===== src/rtl/flash_cmd_pkg.sv =====
package flash_cmd_pkg;

  localparam int NUM_SECT = 7;

  typedef enum logic [1:0] {
    OP_NONE = 2'd0,
    OP_PROG = 2'd1,
    OP_CHIP = 2'd2,
    OP_SECT = 2'd3
  } op_kind_e;

  typedef enum logic [3:0] {
    S_READ,
    S_UNL1,
    S_UNL2,
    S_PGM_DATA,
    S_ERS_3,
    S_ERS_4,
    S_ERS_5,
    S_AUTOSEL,
    S_SECT_WIN
  } seq_state_e;

  localparam logic [7:0] CMD_UNL_A   = 8'hAA;
  localparam logic [7:0] CMD_UNL_B   = 8'h55;
  localparam logic [7:0] CMD_PROGRAM = 8'hA0;
  localparam logic [7:0] CMD_ERS_SET = 8'h80;
  localparam logic [7:0] CMD_CHIP    = 8'h10;
  localparam logic [7:0] CMD_SECTOR  = 8'h30;
  localparam logic [7:0] CMD_IDENT   = 8'h90;
  localparam logic [7:0] CMD_RESET   = 8'hF0;
  localparam logic [7:0] CMD_SUSPEND = 8'hB0;

  // Top-boot layout: three large, one medium, two small, one boot-sized sector.
  function automatic logic [2:0] sector_index(input logic [16:0] wa);
    logic [2:0] idx;
    case (wa[16:15])
      2'b00:   idx = 3'd0;
      2'b01:   idx = 3'd1;
      2'b10:   idx = 3'd2;
      default: begin
        if (!wa[14])          idx = 3'd3;
        else if (wa[13:12] == 2'b00) idx = 3'd4;
        else if (wa[13:12] == 2'b01) idx = 3'd5;
        else                  idx = 3'd6;
      end
    endcase
    return idx;
  endfunction

endpackage


===== src/rtl/fcs_bus_dec.sv =====
module fcs_bus_dec
  import flash_cmd_pkg::*;
#(
  parameter int ADDR_W = 18,
  parameter int DATA_W = 16
) (
  input  logic              byte_mode,
  input  logic [ADDR_W-1:0] wr_addr,
  input  logic [DATA_W-1:0] wr_data,
  output logic              hit_unl1,
  output logic              hit_unl2,
  output logic [7:0]        cmd,
  output logic [NUM_SECT-1:0] sect_hot
);

  localparam int WA_W = ADDR_W - 1;

  logic [WA_W-1:0] word_addr;
  logic [2:0]      idx;

  assign word_addr = byte_mode ? wr_addr[ADDR_W-1:1] : wr_addr[WA_W-1:0];
  assign cmd       = wr_data[7:0];
  assign hit_unl1  = byte_mode ? (wr_addr[11:0] == 12'hAAA) : (wr_addr[10:0] == 11'h555);
  assign hit_unl2  = byte_mode ? (wr_addr[11:0] == 12'h555) : (wr_addr[10:0] == 11'h2AA);
  assign idx       = sector_index(word_addr[16:0]);

  for (genvar g = 0; g < NUM_SECT; g++) begin : g_hot
    assign sect_hot[g] = (idx == 3'(g));
  end

endmodule


===== src/rtl/fcs_seq_fsm.sv =====
module fcs_seq_fsm
  import flash_cmd_pkg::*;
#(
  parameter int WIN_CYCLES = 8
) (
  input  logic                clk,
  input  logic                rst_n,
  input  logic                wr_en,
  input  logic                hit_unl1,
  input  logic                hit_unl2,
  input  logic [7:0]          cmd,
  input  logic [NUM_SECT-1:0] sect_hot,
  input  logic [NUM_SECT-1:0] prot_mask,
  input  logic                eng_active,
  input  logic                eng_susp,
  input  logic                eng_last,
  input  op_kind_e            eng_kind,
  output logic                start_req,
  output op_kind_e            start_kind,
  output logic [NUM_SECT-1:0] start_mask,
  output logic                susp_req,
  output logic                resume_req,
  output logic                in_autosel
);

  localparam int WW = (WIN_CYCLES > 1) ? $clog2(WIN_CYCLES) : 1;
  localparam logic [WW-1:0] WIN_LOAD = WW'(WIN_CYCLES - 1);

  seq_state_e          state_q, state_d;
  logic [WW-1:0]       win_q, win_d;
  logic [NUM_SECT-1:0] acc_q, acc_d;
  logic [NUM_SECT-1:0] live_sect;
  logic [NUM_SECT-1:0] chip_mask;

  assign live_sect = sect_hot & ~prot_mask;
  assign chip_mask = ~prot_mask;

  always_comb begin
    state_d    = state_q;
    win_d      = win_q;
    acc_d      = acc_q;
    start_req  = 1'b0;
    start_kind = OP_NONE;
    start_mask = '0;
    susp_req   = 1'b0;
    resume_req = 1'b0;
    if (eng_active) begin
      state_d = S_READ;
      if (wr_en) begin
        if (!eng_susp && eng_kind == OP_SECT && !eng_last && cmd == CMD_SUSPEND)
          susp_req = 1'b1;
        else if (eng_susp && cmd == CMD_SECTOR)
          resume_req = 1'b1;
      end
    end else if (wr_en) begin
      case (state_q)
        S_READ:     if (hit_unl1 && cmd == CMD_UNL_A) state_d = S_UNL1;
        S_UNL1:     state_d = (hit_unl2 && cmd == CMD_UNL_B) ? S_UNL2 : S_READ;
        S_UNL2: begin
          if (hit_unl1 && cmd == CMD_PROGRAM)      state_d = S_PGM_DATA;
          else if (hit_unl1 && cmd == CMD_ERS_SET) state_d = S_ERS_3;
          else if (hit_unl1 && cmd == CMD_IDENT)   state_d = S_AUTOSEL;
          else                                     state_d = S_READ;
        end
        S_PGM_DATA: begin
          state_d = S_READ;
          if (live_sect != '0) begin
            start_req  = 1'b1;
            start_kind = OP_PROG;
            start_mask = sect_hot;
          end
        end
        S_ERS_3:    state_d = (hit_unl1 && cmd == CMD_UNL_A) ? S_ERS_4 : S_READ;
        S_ERS_4:    state_d = (hit_unl2 && cmd == CMD_UNL_B) ? S_ERS_5 : S_READ;
        S_ERS_5: begin
          state_d = S_READ;
          if (hit_unl1 && cmd == CMD_CHIP) begin
            if (chip_mask != '0) begin
              start_req  = 1'b1;
              start_kind = OP_CHIP;
              start_mask = chip_mask;
            end
          end else if (cmd == CMD_SECTOR) begin
            state_d = S_SECT_WIN;
            acc_d   = live_sect;
            win_d   = WIN_LOAD;
          end
        end
        S_AUTOSEL:  if (cmd == CMD_RESET) state_d = S_READ;
        S_SECT_WIN: begin
          if (cmd == CMD_SECTOR) begin
            acc_d = acc_q | live_sect;
            win_d = WIN_LOAD;
          end else begin
            state_d = S_READ;
          end
        end
        default:    state_d = S_READ;
      endcase
    end else if (state_q == S_SECT_WIN) begin
      if (win_q == '0) begin
        state_d = S_READ;
        if (acc_q != '0) begin
          start_req  = 1'b1;
          start_kind = OP_SECT;
          start_mask = acc_q;
        end
      end else begin
        win_d = win_q - 1'b1;
      end
    end
  end

  always_ff @(posedge clk or negedge rst_n) begin
    if (!rst_n) begin
      state_q <= S_READ;
      win_q   <= '0;
      acc_q   <= '0;
    end else begin
      state_q <= state_d;
      win_q   <= win_d;
      acc_q   <= acc_d;
    end
  end

  assign in_autosel = (state_q == S_AUTOSEL);

endmodule


===== src/rtl/fcs_op_engine.sv =====
module fcs_op_engine
  import flash_cmd_pkg::*;
#(
  parameter int ADDR_W       = 18,
  parameter int DATA_W       = 16,
  parameter int PROG_CYCLES  = 6,
  parameter int ERASE_CYCLES = 40
) (
  input  logic                clk,
  input  logic                rst_n,
  input  logic                start_req,
  input  op_kind_e            start_kind,
  input  logic [NUM_SECT-1:0] start_mask,
  input  logic [ADDR_W-1:0]   start_addr,
  input  logic [DATA_W-1:0]   start_data,
  input  logic                susp_req,
  input  logic                resume_req,
  output logic                active,
  output logic                susp,
  output logic                last,
  output op_kind_e            kind,
  output logic [NUM_SECT-1:0] mask,
  output logic [ADDR_W-1:0]   addr,
  output logic [DATA_W-1:0]   data,
  output logic                start_pulse
);

  localparam int MAXC = (PROG_CYCLES > ERASE_CYCLES) ? PROG_CYCLES : ERASE_CYCLES;
  localparam int CW   = $clog2(MAXC + 1);
  localparam logic [CW-1:0] PROG_LOAD = CW'(PROG_CYCLES - 1);
  localparam logic [CW-1:0] ERS_LOAD  = CW'(ERASE_CYCLES - 1);

  logic                run_q, run_d;
  logic                susp_q, susp_d;
  logic [CW-1:0]       cnt_q, cnt_d;
  op_kind_e            kind_q;
  logic [NUM_SECT-1:0] mask_q;
  logic [ADDR_W-1:0]   addr_q;
  logic [DATA_W-1:0]   data_q;
  logic                pulse_q;

  always_comb begin
    run_d  = run_q;
    cnt_d  = cnt_q;
    susp_d = susp_q;
    if (start_req) begin
      run_d = 1'b1;
      cnt_d = (start_kind == OP_PROG) ? PROG_LOAD : ERS_LOAD;
    end else if (run_q && !susp_q) begin
      if (cnt_q == '0) run_d = 1'b0;
      else             cnt_d = cnt_q - 1'b1;
    end
    if (susp_req)   susp_d = 1'b1;
    if (resume_req) susp_d = 1'b0;
  end

  always_ff @(posedge clk or negedge rst_n) begin
    if (!rst_n) begin
      run_q   <= 1'b0;
      susp_q  <= 1'b0;
      cnt_q   <= '0;
      pulse_q <= 1'b0;
    end else begin
      run_q   <= run_d;
      susp_q  <= susp_d;
      cnt_q   <= cnt_d;
      pulse_q <= start_req;
    end
  end

  // Operation descriptor, loaded only when a start is granted.
  always_ff @(posedge clk or negedge rst_n) begin
    if (!rst_n) begin
      kind_q <= OP_NONE;
      mask_q <= '0;
      addr_q <= '0;
      data_q <= '0;
    end else if (start_req) begin
      kind_q <= start_kind;
      mask_q <= start_mask;
      addr_q <= start_addr;
      data_q <= start_data;
    end
  end

  assign active      = run_q;
  assign susp        = susp_q;
  assign last        = (cnt_q == '0);
  assign kind        = kind_q;
  assign mask        = mask_q;
  assign addr        = addr_q;
  assign data        = data_q;
  assign start_pulse = pulse_q;

endmodule


===== src/rtl/fcs_id_rom.sv =====
module fcs_id_rom #(
  parameter logic [15:0] MFR_ID = 16'h0004,
  parameter logic [15:0] DEV_ID = 16'h2251
) (
  input  logic        enable,
  input  logic        byte_mode,
  input  logic [7:0]  rd_offset,
  output logic [15:0] id_data
);

  always_comb begin
    id_data = '0;
    if (enable) begin
      if (rd_offset == 8'h00)
        id_data = byte_mode ? {8'h00, MFR_ID[7:0]} : MFR_ID;
      else if (!byte_mode && rd_offset == 8'h01)
        id_data = DEV_ID;
      else if (byte_mode && rd_offset == 8'h02)
        id_data = {8'h00, DEV_ID[7:0]};
    end
  end

endmodule


===== src/rtl/flash_cmd_seq.sv =====
module flash_cmd_seq
  import flash_cmd_pkg::*;
#(
  parameter int          ADDR_W       = 18,
  parameter int          DATA_W       = 16,
  parameter int          PROG_CYCLES  = 6,
  parameter int          ERASE_CYCLES = 40,
  parameter int          WIN_CYCLES   = 8,
  parameter logic [15:0] MFR_ID       = 16'h0004,
  parameter logic [15:0] DEV_ID       = 16'h2251
) (
  input  logic              clk,
  input  logic              rst_n,
  input  logic              byte_mode,
  input  logic              wr_en,
  input  logic [ADDR_W-1:0] wr_addr,
  input  logic [DATA_W-1:0] wr_data,
  input  logic [6:0]        prot_mask,
  input  logic [7:0]        rd_offset,
  output logic              op_start,
  output logic [1:0]        op_kind,
  output logic [6:0]        op_sectors,
  output logic [ADDR_W-1:0] op_addr,
  output logic [DATA_W-1:0] op_data,
  output logic              busy,
  output logic              suspended,
  output logic              autosel,
  output logic [15:0]       id_data
);

  logic                hit_unl1, hit_unl2;
  logic [7:0]          cmd;
  logic [NUM_SECT-1:0] sect_hot;
  logic                start_req, susp_req, resume_req, in_autosel;
  op_kind_e            start_kind, eng_kind;
  logic [NUM_SECT-1:0] start_mask;
  logic                eng_active, eng_susp, eng_last;
  logic [DATA_W-1:0]   prog_data;

  assign prog_data = byte_mode ? {{(DATA_W-8){1'b0}}, wr_data[7:0]} : wr_data;

  fcs_bus_dec #(.ADDR_W(ADDR_W), .DATA_W(DATA_W)) u_dec (
    .byte_mode (byte_mode),
    .wr_addr   (wr_addr),
    .wr_data   (wr_data),
    .hit_unl1  (hit_unl1),
    .hit_unl2  (hit_unl2),
    .cmd       (cmd),
    .sect_hot  (sect_hot)
  );

  fcs_seq_fsm #(.WIN_CYCLES(WIN_CYCLES)) u_fsm (
    .clk        (clk),
    .rst_n      (rst_n),
    .wr_en      (wr_en),
    .hit_unl1   (hit_unl1),
    .hit_unl2   (hit_unl2),
    .cmd        (cmd),
    .sect_hot   (sect_hot),
    .prot_mask  (prot_mask),
    .eng_active (eng_active),
    .eng_susp   (eng_susp),
    .eng_last   (eng_last),
    .eng_kind   (eng_kind),
    .start_req  (start_req),
    .start_kind (start_kind),
    .start_mask (start_mask),
    .susp_req   (susp_req),
    .resume_req (resume_req),
    .in_autosel (in_autosel)
  );

  fcs_op_engine #(
    .ADDR_W(ADDR_W), .DATA_W(DATA_W),
    .PROG_CYCLES(PROG_CYCLES), .ERASE_CYCLES(ERASE_CYCLES)
  ) u_eng (
    .clk         (clk),
    .rst_n       (rst_n),
    .start_req   (start_req),
    .start_kind  (start_kind),
    .start_mask  (start_mask),
    .start_addr  (wr_addr),
    .start_data  (prog_data),
    .susp_req    (susp_req),
    .resume_req  (resume_req),
    .active      (eng_active),
    .susp        (eng_susp),
    .last        (eng_last),
    .kind        (eng_kind),
    .mask        (op_sectors),
    .addr        (op_addr),
    .data        (op_data),
    .start_pulse (op_start)
  );

  fcs_id_rom #(.MFR_ID(MFR_ID), .DEV_ID(DEV_ID)) u_id (
    .enable    (in_autosel),
    .byte_mode (byte_mode),
    .rd_offset (rd_offset),
    .id_data   (id_data)
  );

  assign op_kind   = eng_kind;
  assign busy      = eng_active & ~eng_susp;
  assign suspended = eng_susp;
  assign autosel   = in_autosel;

endmodule


===== config.mk =====
export PLATFORM = sky130hd
export DESIGN_NAME = flash_cmd_seq
export DESIGN_NICKNAME = d
export VERILOG_FILES = /design/src/rtl/flash_cmd_pkg.sv /design/src/rtl/fcs_bus_dec.sv /design/src/rtl/fcs_seq_fsm.sv /design/src/rtl/fcs_op_engine.sv /design/src/rtl/fcs_id_rom.sv /design/src/rtl/flash_cmd_seq.sv
export SDC_FILE = /design/constraint.sdc
export NUM_CORES = 1
export LEC_CHECK = 0
export ABC_AREA = 1
export BUFFER_PORTS_ARGS = -buffer_cell sky130_fd_sc_hd__buf_2
export CAP_MARGIN = 40
export CORE_ASPECT_RATIO = 0.8
export CORE_MARGIN = 10
export CORE_UTILIZATION = 53
export CTS_BUF_LIST = sky130_fd_sc_hd__clkbuf_4
export DETAILED_ROUTE_END_ITERATION = 12
export PLACE_DENSITY = 0.82
export SETUP_SLACK_MARGIN = 0.4
export SLEW_MARGIN = 20
export SYNTH_ARGS = -nofsm -noshare
export SYNTH_HDL_FRONTEND = slang
export SYNTH_SLANG_ARGS = --single-unit
export TNS_END_PERCENT = 100

===== constraint.sdc =====
create_clock -name clk -period 2.2 [get_ports clk]
set_input_delay 0.11 -clock clk [delete_from_list [all_inputs] [get_ports clk]]
set_output_delay 0.11 -clock clk [all_outputs]
set_load 0.1 [all_outputs]

Word-level counts from Yosys, hierarchy flattened
Cells that the tools add are included.

storage, ports and cells
  input port bits = 53
  flip-flop bits (word level) = 66
  output and inout port bits = 63
  logic and storage cells = 181

operators by class
  reduce and logical (&&, ||, !) cells = 38
  add/subtract/negate cells = 2
  muxes and demuxes = 81
  equality and inequality tests = 43
  bitwise gates (word level) = 6

operators with widths
  operator              count
  $mux 7                12
  $mux 16               4
  $eq 8x8->1 const B    6
  $mux 4                11
  $pmux 4 s8            1
  $mux 3                10
  $pmux 7 s2            2
  $mux 6                4
  $mux 1                23
  $reduce_bool 7->1     3
  $mux 2                9
  $mux 17               1
  $eq 4x3->1 const B    4
  $logic_and 1x1->1     13
  $eq 12x11->1 const B  1
  $eq 12x12->1 const B  1
  $eq 11x10->1 const B  1
  $eq 11x11->1 const B  1
  $reduce_and 5->1      2
  $reduce_bool 2->1     5
  $eq 3x3->1 const B    3
  $pmux 3 s3            1
  $eq 4x2->1 const B    2
  $eq 8x1->1 const B    1
  other kinds (34)      49

Logic depth before layout (Yosys ltp)
  depth in word-level cells = 16
  gate-level depth with buffers = 16
  mapped depth without buffers = 15

Hierarchy
From an unflattened synthesis, not the netlist that was laid out.

second synthesis, totals
  cell total of the unflattened synthesis = 593
  area, all modules = 4048.9 µm²

by module, submodules not included
  module         area each (µm²)  cells an instance  instances  sequential area each (µm²)
  fcs_op_engine  2109.5           242                1          1301.2
  fcs_seq_fsm    1356.3           231                1          350.3
  fcs_bus_dec    310.3            66                 1          0.0
  fcs_id_rom     193.9            35                 1          0.0
  flash_cmd_seq  78.8             19                 1          0.0

Worst setup path after synthesis
Ideal clock, no wire load.

  path kind = reg-to-output
  start = register u_fsm.state_q[3]
  end = output port id_data[4]
  data required time = 2.090 ns
  path slack = -2.102 ns
  path buffers = 1
  arrival = 4.192 ns
  stages on the path, launching flop included = 7
  cell sequence = dfrtp_1 > inv_1 > nand2_1 > nor2_1 > nand2_1 > a21oi_1 > buf_4

between the ends
  cells in the longest elaborated chain, start to end = 2

RTL lines
  element                 line                 source
  start, declared         fcs_seq_fsm.sv:29    seq_state_e state_q, state_d;
  start signal, assigned  fcs_seq_fsm.sv:120   state_q <= state_d;
  $eq 4x3->1              fcs_seq_fsm.sv:126   assign in_autosel = (state_q == S_AUTOSEL);
  named net autosel       flash_cmd_seq.sv:27  output logic autosel,
  $mux 16                 fcs_id_rom.sv:13     if (enable) begin
  end, declared           flash_cmd_seq.sv:28  output logic [15:0] id_data

The timed path passes the listed nets, and every way through them passes these cells.

Worst setup path after layout
  start = register u_fsm.state_q[1]
  end = register u_eng.addr_q[17], in the netlist u_eng.addr[17]

between the ends
  cells in the longest elaborated chain, start to end = 4
  elaborated cells on any way between the ends = 7
  classes of those cells = eq/ne (3); mux (4)

RTL lines
  element                                      line                                   source
  $eq 4x3->1 (tied with other cells)           fcs_seq_fsm.sv:56                      case (state_q)
  $pmux 1 s2 / $mux 1 (equally long branches)  fcs_seq_fsm.sv:56, fcs_seq_fsm.sv:100
  $mux 1 *                                     fcs_seq_fsm.sv:55                      end else if (wr_en) begin
  $mux 1 *                                     fcs_seq_fsm.sv:47                      if (eng_active) begin
  end signal, assigned                         fcs_op_engine.sv:81                    addr_q <= start_addr;
  end, declared                                fcs_op_engine.sv:38                    logic [ADDR_W-1:0] addr_q;

Mark *: on every way between the ends. The rest lies on a longest branch, timed or not.
A chain may end at the register's enable or synchronous reset.

==> reports/qor.log <==
[status] result of the run finished clean
[clocking] Skew-Pair Late Insertion Delay 0.45 ns
[synth] Yosys reg bits 66
[finish] Finished Layout Cells 790
[floorplan] area of the die 10900 sq um
[synth] top cells by count, synth nand2_1, dfrtp_1, inv_1
[global_routing] aggregate global routing overflow 0
[min_path] Min-Delay Path Depth 4
[global_routing] met1 usage in global routing 29.6%
[global_routing] All-Layer GR Usage 25.9%
[synth] Simple-Gate Fraction of Synth Area 34.5%
[critical_path] source of the critical timing path u_fsm.state_q[1]$_DFFE_PN0P_
[synth] count of flip-flops with a built-in enable after synthesis 0
[synth] gate count after technology mapping 507
[min_path] Hold WC Path Type input pin to register
[critical_path] endpoint required time on the critical path 2.54 ns
[global_routing] wire length of the first global-routing pass 22600 microns
[timing] fraction of the cycle the final worst path needs 94.2%
[route] number of detailed-routing iterations run before antenna repair 5
[place] count of buffers inserted at the top-level ports 105
[pwr] cell internal power dissipation 2.95 mW
[critical_path] count of cells along the worst register-to-register path 12
[route] number of vias after detailed routing 4520
[synth] count of distinct cell types in the synthesized netlist 38
[place] routability congestion estimate 1.00
[clocking] CTS root buf clkbuf_4
[pwr] Leakage 3.10 nW
[critical_path] crit path capture u_eng.addr[17]$_DFFE_PN0P_
[global_routing] antenna violations before repair 0
[place] Detail Placement HPWL 8790 microns
[place] Setup WS pre-CTS 0.108 ns
[synth] share of synthesized cell area in full adder, half adder and majority cells 0.991%
[synth] mean post-synth cell area 7.47 sq um
[synth] post-synthesis cell area 3790 sq um
[synth] fraction of synthesized cell area taken by the top area cell type 43.6%
[global_routing] Most Used Layer, Global Route met2
[synth] sequential-to-total area share from yosys stat 43.6%
[global_routing] largest net degree at the start of global routing 42
[clocking] number of clock sinks seen by CTS 66
[timing] max frequency 483 MHz
[clocking] Clk pin slew, worst setup/hold paths 0.12 ns
[timing] final worst path period need 2.07 ns
[pwr] ratio of total power to cell area 1310 nW/um^2
[timing] final sum of negative setup slack 0 ns
[global_routing] M3 GR Usage 8.66%
[timing] # setup viols final 0
[critical_path] data arrival time of the critical path 2.41 ns
[route] average wire per standard cell 19.4 microns
[floorplan] row cnt 27
[critical_path] type of destination of the critical path register
[floorplan] core outline area 6930 sq um
[pwr] maximum vdd ir drop 1390 uV
[flow_run] max-cap violations 0
[synth] Post-synth top flop dfrtp_1
[timing] final setup skew 0.0214 ns
[route] detailed-route vias per instance 5.72
[route] aggregate routed wire length 15300 microns
[synth] share of the synthesized area in compound gates (AO/OA/AOI/OAI) 7.83%
[floorplan] initial cell density of the core 54.7%
[pwr] power share of the clock group 12.8%
[synth] yosys synthesis warning count 0
[floorplan] chip width 114 microns
[global_routing] met2 Resource Use GR 44.6%
[synth] mux contribution to synthesized area 0%
[pwr] Net Sw Frac 61.4%
[floorplan] Top Ports 116
[global_routing] via count of the first global-routing pass 4520
[place] Placed Cells incl. Taps 697
[synth] top cell type by total area after synthesis dfrtp_1
[critical_path] maximum fanout count along the critical path 22
[finish] count of antenna diodes in the layout 0
[finish] P&R area growth vs syn 54.4%
[clocking] cts bufs inserted 9
[finish] layout cells sized above 1 39.4%
[critical_path] classification of the worst setup path register to register
[clocking] CTS tree yes
[clocking] # H-tree levels 3
[pwr] Comb power frac 61.4%
[timing] worst rel slew slack 60.3%
[critical_path] launch instance of the worst register-to-register path u_fsm.state_q[1]$_DFFE_PN0P_
[critical_path] worst r2r dst u_eng.addr[17]$_DFFE_PN0P_
[clocking] Clock Tree Buf Depth 2
[timing] Slew @ Worst Pin 0.595 ns
[synth] cells taking the most area after synthesis dfrtp_1, nand2_1, nand3_1
[route] residual antenna-violating net count after detailed routing 0
[synth] fraction of registers with async set or reset after synthesis 100%
[finish] fin nets 754
[timing] unrepaired setup endpoints after global routing true
[synth] XOR/XNOR share of the synthesized area 0.463%
[synth] largest family of logic cells by synthesized area simple AND/OR/NAND/NOR gates
[pwr] share of total power in sequential cells 25.8%
[timing] max-slew violation count 0
[critical_path] reg-to-reg slack, setup 0.13 ns
[timing] hold violation total from the final report 0
[critical_path] kind of launch point of the worst setup path register
[timing] post-layout worst setup margin 0.129 ns
[synth] most instantiated library cell after synthesis nand2_1
[pwr] total net switching power 4.69 mW
[route] DR DRC count 0
[floorplan] vertical extent of the die 95.6 microns
[route] Iteration-0 DRC Markers 446
## cells in the final DEF (no fill, tap or decap), types with 5 or more instances in the layout
| master | n |
|---|---|
| nor4_1 | 5 |
| a21oi_1 | 7 |
| buf_12 | 8 |
| o21ai_1 | 7 |
| nand2_1 | 125 |
| nand2_4 | 7 |
| nor2_1 | 35 |
| nor2_4 | 5 |
| nand3_2 | 8 |
| conb_1 | 10 |
| nand2_2 | 41 |
| dlygate4sd3_1 | 35 |
| buf_2 | 97 |
| dfrtp_1 | 64 |
| nor3_1 | 5 |
| buf_6 | 13 |
| inv_1 | 51 |
| inv_2 | 10 |
| buf_4 | 35 |
| nand4_1 | 15 |
| buf_16 | 5 |
| clkbuf_4 | 11 |
| nand3_1 | 40 |
## power by group through the flow
stage | combinational [mW] | sequential, mW | clock [mW]
floorplan | 0.943 | 4.52 | 0
global placement | 4.22 | 1.92 | 0
detailed placement | 4.28 | 1.93 | 0
CTS | 4.45 | 1.92 | 0.945
global route | 4.87 | 2.01 | 1.03
finish | 4.69 | 1.97 | 0.979
## critical path, stage by stage, from the launching register on
cell and delay, ns:
dfrtp_1 0.46, nor2_4 0.12, inv_2 0.05, nor3_4 0.24, o21ai_4 0.09, a211oi_4 0.28
buf_6 0.18, nand2_8 0.06, nand2_8 0.09, buf_12 0.15, inv_8 0.08, nand2_1 0.09
nand2_1 0.07
## stage by stage
stage,utilization (%),total power [mW],hold WS [ns],cell area (sq um)
after global routing,84.4,7.91,0.0249,5840
after floorplan,-,5.46,-0.186,4020
after CTS,79.1,7.32,0.0271,5480
after global placement,65.2,6.14,0.147,4520
after detailed placement,65.2,6.22,0.145,4520
final,84.4,7.64,0.0253,5840
## what timing repair did
action / 4_1_cts / 5_1_grt
hold buffers: 35 / 0
cloned: 6 / 1
setup buffers: 19 / 16
endpoints found under the hold margin: 59 / 0
endpoints found under the setup margin: 61 / 70
gates resized for setup: 43 / 67
pin swaps: 8 / 14
## worst min path at each step
stage,startpoint,to,slack (ns)
final,prot_mask[6],u_fsm.acc_q[6]$_DFFE_PN0P_,0.03
after global routing,prot_mask[6],u_fsm.acc_q[6]$_DFFE_PN0P_,0.02
after CTS,prot_mask[6],u_fsm.acc_q[6]$_DFFE_PN0P_,0.03
after detailed placement,rst_n,u_eng.mask[0]$_DFFE_PN0P_,0.15
after global placement,rst_n,u_eng.mask[5]$_DFFE_PN0P_,0.15
after floorplan,rst_n,u_eng.active$_DFFE_PN0P_,-0.19
## cell type report
| class | instances | area, sq um |
|---|---|---|
| multi-input combinational | 359 | 2030 |
| timing repair buffer | 197 | 1610 |
| clock inverter | 6 | 88.8 |
| clock buffer | 10 | 75.1 |
| timing repair inverter | 1 | 11.3 |
| inverter | 64 | 264 |
| sequential | 66 | 1660 |
| fill | 362 | 1080 |
| tap | 87 | 109 |
## metal layers
layer	vias up	share of wire, %
li1	2001	-
met1	2135	36
met2	330	49
met3	54	12
met4	0	3.1
met5	-	0
## sequential cells by signal (all words and copies together), names as in the netlist
register           flops
u_eng.susp             1
u_eng.mask             7
u_eng.active           1
u_fsm.state_q          4
u_eng.start_pulse      1
u_fsm.acc_q            7
u_eng.addr            18
u_fsm.win_q            3
u_eng.cnt_q            6
u_eng.kind             2
u_eng.data            16
## logic make-up (layout without fill, tap and decap cells)
family | after synthesis | after routing
flops | 66 | 66
fa+ha+maj | 3 | 3
other cells | 1 | 10
buf+inv | 91 | 278
compound gates | 44 | 44
simple gates | 300 | 300
xor+xnor | 2 | 2
(Power assumes the default switching activity.)
